File: src/rtl/region_xlat_pkg.sv
package region_xlat_pkg;
  // Address and tag word width.
  parameter int ADDR_W    = 32;
  // Bits below this boundary are never compared.
  parameter int BASE_BITS = 17;
  // Size field position and width inside the tag word.
  parameter int SIZE_LSB  = 2;
  parameter int SIZE_W    = 8;
  // Enable bit position inside the tag word.
  parameter int EN_POS    = 1;

  typedef logic [ADDR_W-1:0] word_t;

  // Mask of compared bits: ones where tag and address must agree.
  function automatic word_t cmp_mask(input word_t tag);
    word_t dont_care;
    word_t size_bits;
    dont_care = '0;
    dont_care[BASE_BITS-1:0] = '1;
    size_bits = '0;
    size_bits[SIZE_W-1:0] = tag[SIZE_LSB +: SIZE_W];
    dont_care = dont_care | (size_bits << BASE_BITS);
    return ~dont_care;
  endfunction

  function automatic logic tag_match(input word_t tag, input word_t addr);
    word_t m;
    m = cmp_mask(tag);
    return tag[EN_POS] && ((tag & m) == (addr & m));
  endfunction

  function automatic word_t merge_addr(input word_t tgt, input word_t addr, input word_t m);
    return (tgt & m) | (addr & ~m);
  endfunction
endpackage

File: src/rtl/region_xlat_regs.sv
module region_xlat_regs
  import region_xlat_pkg::*;
#(
  parameter int N_ENTRIES = 4,
  localparam int IW = (N_ENTRIES > 1) ? $clog2(N_ENTRIES) : 1
) (
  input  logic                    clk,
  input  logic                    rst_n,
  input  logic                    cfg_we,
  input  logic [IW-1:0]           cfg_idx,
  input  logic                    cfg_tag_sel,
  input  word_t                   cfg_data,
  output logic [N_ENTRIES-1:0][ADDR_W-1:0] tag_q,
  output logic [N_ENTRIES-1:0][ADDR_W-1:0] tgt_q
);
  for (genvar g = 0; g < N_ENTRIES; g++) begin : g_ent
    logic sel;
    assign sel = cfg_we && (int'(cfg_idx) == g);
    always_ff @(posedge clk) begin
      if (!rst_n) begin
        tag_q[g] <= '0;
        tgt_q[g] <= '0;
      end else if (sel) begin
        if (cfg_tag_sel) tag_q[g] <= cfg_data;
        else             tgt_q[g] <= cfg_data;
      end
    end
  end
endmodule

File: src/rtl/region_xlat_entry.sv
module region_xlat_entry
  import region_xlat_pkg::*;
(
  input  word_t tag,
  input  word_t tgt,
  input  word_t addr,
  output logic  hit,
  output word_t xlat
);
  word_t m;
  assign m    = cmp_mask(tag);
  assign hit  = tag_match(tag, addr);
  assign xlat = merge_addr(tgt, addr, m);
endmodule

File: src/rtl/region_xlat_pick.sv
module region_xlat_pick
  import region_xlat_pkg::*;
#(
  parameter int N_ENTRIES = 4,
  localparam int IW = (N_ENTRIES > 1) ? $clog2(N_ENTRIES) : 1
) (
  input  logic [N_ENTRIES-1:0]             hit_vec,
  input  logic [N_ENTRIES-1:0][ADDR_W-1:0] xlat_vec,
  output logic                             any_hit,
  output logic [IW-1:0]                    win_idx,
  output word_t                            win_addr,
  output logic [N_ENTRIES-1:0]             win_vec
);
  always_comb begin
    any_hit  = 1'b0;
    win_idx  = '0;
    win_addr = '1;
    win_vec  = '0;
    for (int i = 0; i < N_ENTRIES; i++) begin
      if (hit_vec[i] && !any_hit) begin
        any_hit    = 1'b1;
        win_idx    = IW'(i);
        win_addr   = xlat_vec[i];
        win_vec[i] = 1'b1;
      end
    end
  end
endmodule

File: src/rtl/region_xlat.sv
module region_xlat
  import region_xlat_pkg::*;
#(
  parameter int N_ENTRIES = 4,
  localparam int IW = (N_ENTRIES > 1) ? $clog2(N_ENTRIES) : 1
) (
  input  logic                 clk,
  input  logic                 rst_n,
  input  logic                 cfg_we,
  input  logic [IW-1:0]        cfg_idx,
  input  logic                 cfg_tag_sel,
  input  logic [ADDR_W-1:0]    cfg_data,
  input  logic                 req_valid,
  input  logic [ADDR_W-1:0]    req_addr,
  output logic                 rsp_valid,
  output logic                 rsp_hit,
  output logic [ADDR_W-1:0]    rsp_addr,
  output logic [IW-1:0]        rsp_entry
);
  logic [N_ENTRIES-1:0][ADDR_W-1:0] tag_q, tgt_q, xlat_vec;
  logic [N_ENTRIES-1:0]             hit_vec, win_vec, en_vec;
  logic                             any_hit;
  logic [IW-1:0]                    win_idx;
  word_t                            win_addr;

  region_xlat_regs #(.N_ENTRIES(N_ENTRIES)) u_regs (
    .clk(clk), .rst_n(rst_n), .cfg_we(cfg_we), .cfg_idx(cfg_idx),
    .cfg_tag_sel(cfg_tag_sel), .cfg_data(cfg_data),
    .tag_q(tag_q), .tgt_q(tgt_q)
  );

  for (genvar g = 0; g < N_ENTRIES; g++) begin : g_cmp
    region_xlat_entry u_ent (
      .tag(tag_q[g]), .tgt(tgt_q[g]), .addr(req_addr),
      .hit(hit_vec[g]), .xlat(xlat_vec[g])
    );
    assign en_vec[g] = tag_q[g][EN_POS];
  end

  region_xlat_pick #(.N_ENTRIES(N_ENTRIES)) u_pick (
    .hit_vec(hit_vec), .xlat_vec(xlat_vec), .any_hit(any_hit),
    .win_idx(win_idx), .win_addr(win_addr), .win_vec(win_vec)
  );

  always_ff @(posedge clk) begin
    if (!rst_n) begin
      rsp_valid <= 1'b0;
      rsp_hit   <= 1'b0;
      rsp_addr  <= '1;
      rsp_entry <= '0;
    end else begin
      rsp_valid <= req_valid;
      if (req_valid) begin
        rsp_hit   <= any_hit;
        rsp_addr  <= any_hit ? win_addr : '1;
        rsp_entry <= any_hit ? win_idx : '0;
      end
    end
  end
endmodule

File: config.mk
export PLATFORM = sky130hd
export DESIGN_NAME = region_xlat
export DESIGN_NICKNAME = d
export VERILOG_FILES = /design/src/rtl/region_xlat_pkg.sv /design/src/rtl/region_xlat_regs.sv /design/src/rtl/region_xlat_entry.sv /design/src/rtl/region_xlat_pick.sv /design/src/rtl/region_xlat.sv
export SDC_FILE = /design/constraint.sdc
export NUM_CORES = 1
export LEC_CHECK = 0
export BUFFER_PORTS_ARGS = -buffer_cell sky130_fd_sc_hd__buf_2
export CAP_MARGIN = 20
export CORE_MARGIN = 1
export CORE_UTILIZATION = 55
export DETAILED_ROUTE_END_ITERATION = 12
export PLACE_DENSITY = 0.76
export SLEW_MARGIN = 20
export SYNTH_ARGS = -nofsm -noshare
export SYNTH_HDL_FRONTEND = slang
export SYNTH_SLANG_ARGS = --single-unit
File: constraint.sdc
create_clock -name clk -period 4.55 [get_ports clk]
set_input_delay 0.2275 -clock clk [delete_from_list [all_inputs] [get_ports clk]]
set_output_delay 0.2275 -clock clk [all_outputs]
set_load 0.1 [all_outputs]
==> PnR_summary.wiki <==
{| class="wikitable"
! Metric !! Value
|-
| Total Wirelength || 22.85 mm
|-
| Clock-pin transition on the worst setup and hold timing paths || 0.06 ns
|-
| Die area || 16280 um^2
|-
| Portion of netlist area occupied by mux cells || 0.04443
|-
| Number of design-rule violations left by the first detailed-router iteration || 619
|-
| Avg Cell Area, Syn || 8.530 um^2
|-
| Clock Sink Count || 192
|-
| Post-synth net total || 1088
|-
| Dominant cells by area after synthesis || dfxtp_1 44%, nand2_1 14%, a21boi_0 14%
|-
| Detailed-placement wirelength estimate || 15.33 mm
|-
| Worst path required time || 4.91 ns
|-
| Result of the run || complete, no violations
|-
| First-pass GRT wire length || 36.04 mm
|-
| Class of the worst hold path || in -> reg
|-
| Share of the clock period used by the worst path || 0.5923
|-
| Final setup viols || 0
|-
| Instance area after placement || 9120 um^2
|-
| Root buf cell || clkbuf_16
|-
| Adder and majority cell fraction of the synthesized area || 0
|-
| Via count || 7105
|-
| Actual transition at the worst max-transition pin || 1.026 ns
|-
| Sum of negative setup slack || 0 ns
|-
| # port buffers || 98
|-
| Ports || 107
|-
| Share of synthesized registers carrying an async set or reset || 0
|-
| Commonest cells after routing, fill and taps aside || 327 x nand2_1, 192 x dfxtp_1, 158 x a21boi_0, 97 x buf_2, 58 x xnor2_1
|-
| Via count of the first global-routing pass || 6687
|-
| Post-synth EDFFs || 0
|-
| Count of state elements after synthesis || 192
|-
| Setup repair after global routing missed its margin || false
|-
| Worst skew pair latency || 0.43 ns
|-
| Commonest non-fill, non-tap cell in the layout || nand2_1
|-
| Dpl cells || 1251
|-
| Sequential fraction of the synthesis area || 0.4431
|-
| Synthesized instance count || 1017
|-
| Cell taking the most area after synthesis || dfxtp_1
|-
| Combinational Power Share || 0.074
|-
| Number of violations of the max-capacitance limit || 0
|-
| Die span in x || 127.6 um
|-
| Critical path start-end classification || reg -> reg
|-
| Area fraction of the dominant cell type after synthesis || 0.4431
|-
| Leakage power figure || 3.263 nW
|-
| Gpl congestion || 0.8514
|-
| Final Instance Area || 9711 um^2
|-
| Hold depth || 2
|-
| Max-slew violation total from the final report || 0
|-
| TritonCTS buffer count || 17
|-
| Reported net switching power || 792.9 uW
|-
| Peak VDD IR || 282.2 uV
|-
| Clock H-tree levels || 4
|-
| Fraction of synthesized cell area in xor and xnor cells || 0.06231
|-
| Residual DRC || 0
|-
| Detail Route Antenna Nets || 0
|-
| Count of cells along the worst register-to-register path || 7
|-
| Max clock buf depth || 2
|-
| Primary FF master, synth || dfxtp_1
|-
| Simple-gate share of the synthesized area || 0.1900
|-
| Standard-cell rows || 45
|-
| Combined area of all synthesized cells || 8675 um^2
|-
| Total design power || 3.507 mW
|-
| TritonCTS clock tree || built
|-
| Kind of start point of the critical path || register
|-
| Sequential power share || 0.493
|-
| Starting utilization of the core area || 0.5664
|-
| Die Span Y || 127.6 um
|-
| Number of synthesis warnings || 0
|-
| Initial DRT Pass Iterations || 5
|-
| Maximum clock frequency || 371.1 MHz
|-
| Worst Path Max Fanout || 15
|-
| Post-synth cell types || 41
|-
| Final Skew || 0.008461 ns
|-
| Finished Layout Cells || 1282
|-
| Critical path arrival || 3.06 ns
|-
| Final critical-path required period || 2.695 ns
|-
| Largest net degree at the start of global routing || 91
|-
| Crit path capture type || register
|-
| Max-Slew Margin vs Limit || 0.3143
|-
| Dominant combinational cell family by area after synthesis || compound AO/OA/AOI/OAI gates
|-
| Area of the core region || 15310 um^2
|-
| Total global-route track usage || 0.2923
|-
| Area Overhead vs Synth || 11.94%
|-
| # hold bufs at CTS || 0
|-
| Final number of hold-violating endpoints || 0
|-
| Switching share of total power || 0.2261
|-
| Fraction of power consumed by the clock network || 0.432
|-
| Routed vias/inst || 5.542
|-
| CTS-repair resized insts || 0
|-
| Post-synthesis compound-gate area fraction || 0.2132
|-
| Fraction of layout cells with a size suffix above 1 || 0.1643
|-
| Power per cell area || 361.2 nW/um^2
|-
| GR Overflow Total || 0
|-
| Post-CTS Setup Inserts || 0
|-
| Layout net count || 1130
|-
| Number of antenna violations at the first check in global routing || 0
|-
| Diodes inserted || 0
|-
| Routed wire per std cell || 17.82 um
|-
| Cell-internal power || 2.714 mW
|}
[path summary, 6_finish.rpt]
kind / from / to / slack (ns)
max: u_regs.tag_q[25] / rsp_addr[29] / 1.86
min: req_addr[16] / rsp_addr[16] / 0.02
max reg2reg: u_regs.tag_q[25] / rsp_addr[29] / 1.86
min reg2reg: rsp_addr[9] / rsp_addr[9] / 0.46
[power by group through the flow]
stage               logic (mW)  clock network (mW)  registers, mW
CTS                      0.259                1.53           1.73
global route             0.282                1.61           1.73
detailed placement       0.258                   0           1.77
finish                   0.261                1.52           1.73
floorplan                0.176                   0           1.77
global placement         0.254                   0           1.77
[worst max-delay path, cell delays in order, from the launching register on]
cell	delay, ns
dfxtp_1	0.32
xnor2_1	0.15
nand4_1	0.11
nor2_1	0.29
and3_1	0.64
or4b_1	0.73
o22ai_1	0.20
a31oi_1	0.18
[logic make-up after synthesis]
group	count (synthesis)
AOI/OAI and AO/OA	242
xor gates and xnor gates	60
buffers and inverters	86
DFF	192
muxes	36
and+or+nand+nor	401
[metal layers]
metal	GRT usage	routed length [um]
met3	0.06281	1320
met5	0	0
met2	0.4879	11130
met4	0.09343	388
met1	0.3774	10020
[flip-flops by register name, indices dropped and copies added (netlist names)]
name / flops
u_regs.tag_q: 96
rsp_valid: 1
u_regs.tgt_q: 60
rsp_addr: 32
rsp_entry: 2
rsp_hit: 1
[stage by stage]
stage                     hold WS, ns  setup WS (ns)  utilization
after floorplan                0.3174          2.548            -
after global placement         0.4384          1.576       0.5953
final                         0.01908          1.855       0.6341
after detailed placement       0.4463          1.853       0.5955
after global routing         0.008628          1.636       0.6341
after CTS                    0.007092          1.924       0.6341
[Yosys cell counts (4+ instances only)]
cell type / n
nand2_1: 327
dfxtp_1: 192
a21boi_0: 158
xnor2_1: 58
clkbuf_1: 48
mux2_2: 20
o22ai_1: 19
nor2_1: 17
o22a_1: 17
mux2i_1: 16
nand3_1: 16
clkbuf_2: 15
a21oi_1: 13
o22ai_2: 12
buf_2: 11
nand2b_1: 10
nand4_1: 9
buf_4: 8
nor2b_1: 6
nor3_1: 6
a21o_1: 4
a31oi_1: 4
o221ai_1: 4
o311ai_0: 4
[area by class of cell]
class,instances,area (um^2)
repair buffers,109,575.6
clock inverters,6,105.1
flip-flops and latches,192,3844
fillers,1352,5604
clock buffers,25,485.5
well taps,211,264.0
multi-input cells,739,4437
(Power assumes the default switching activity.)
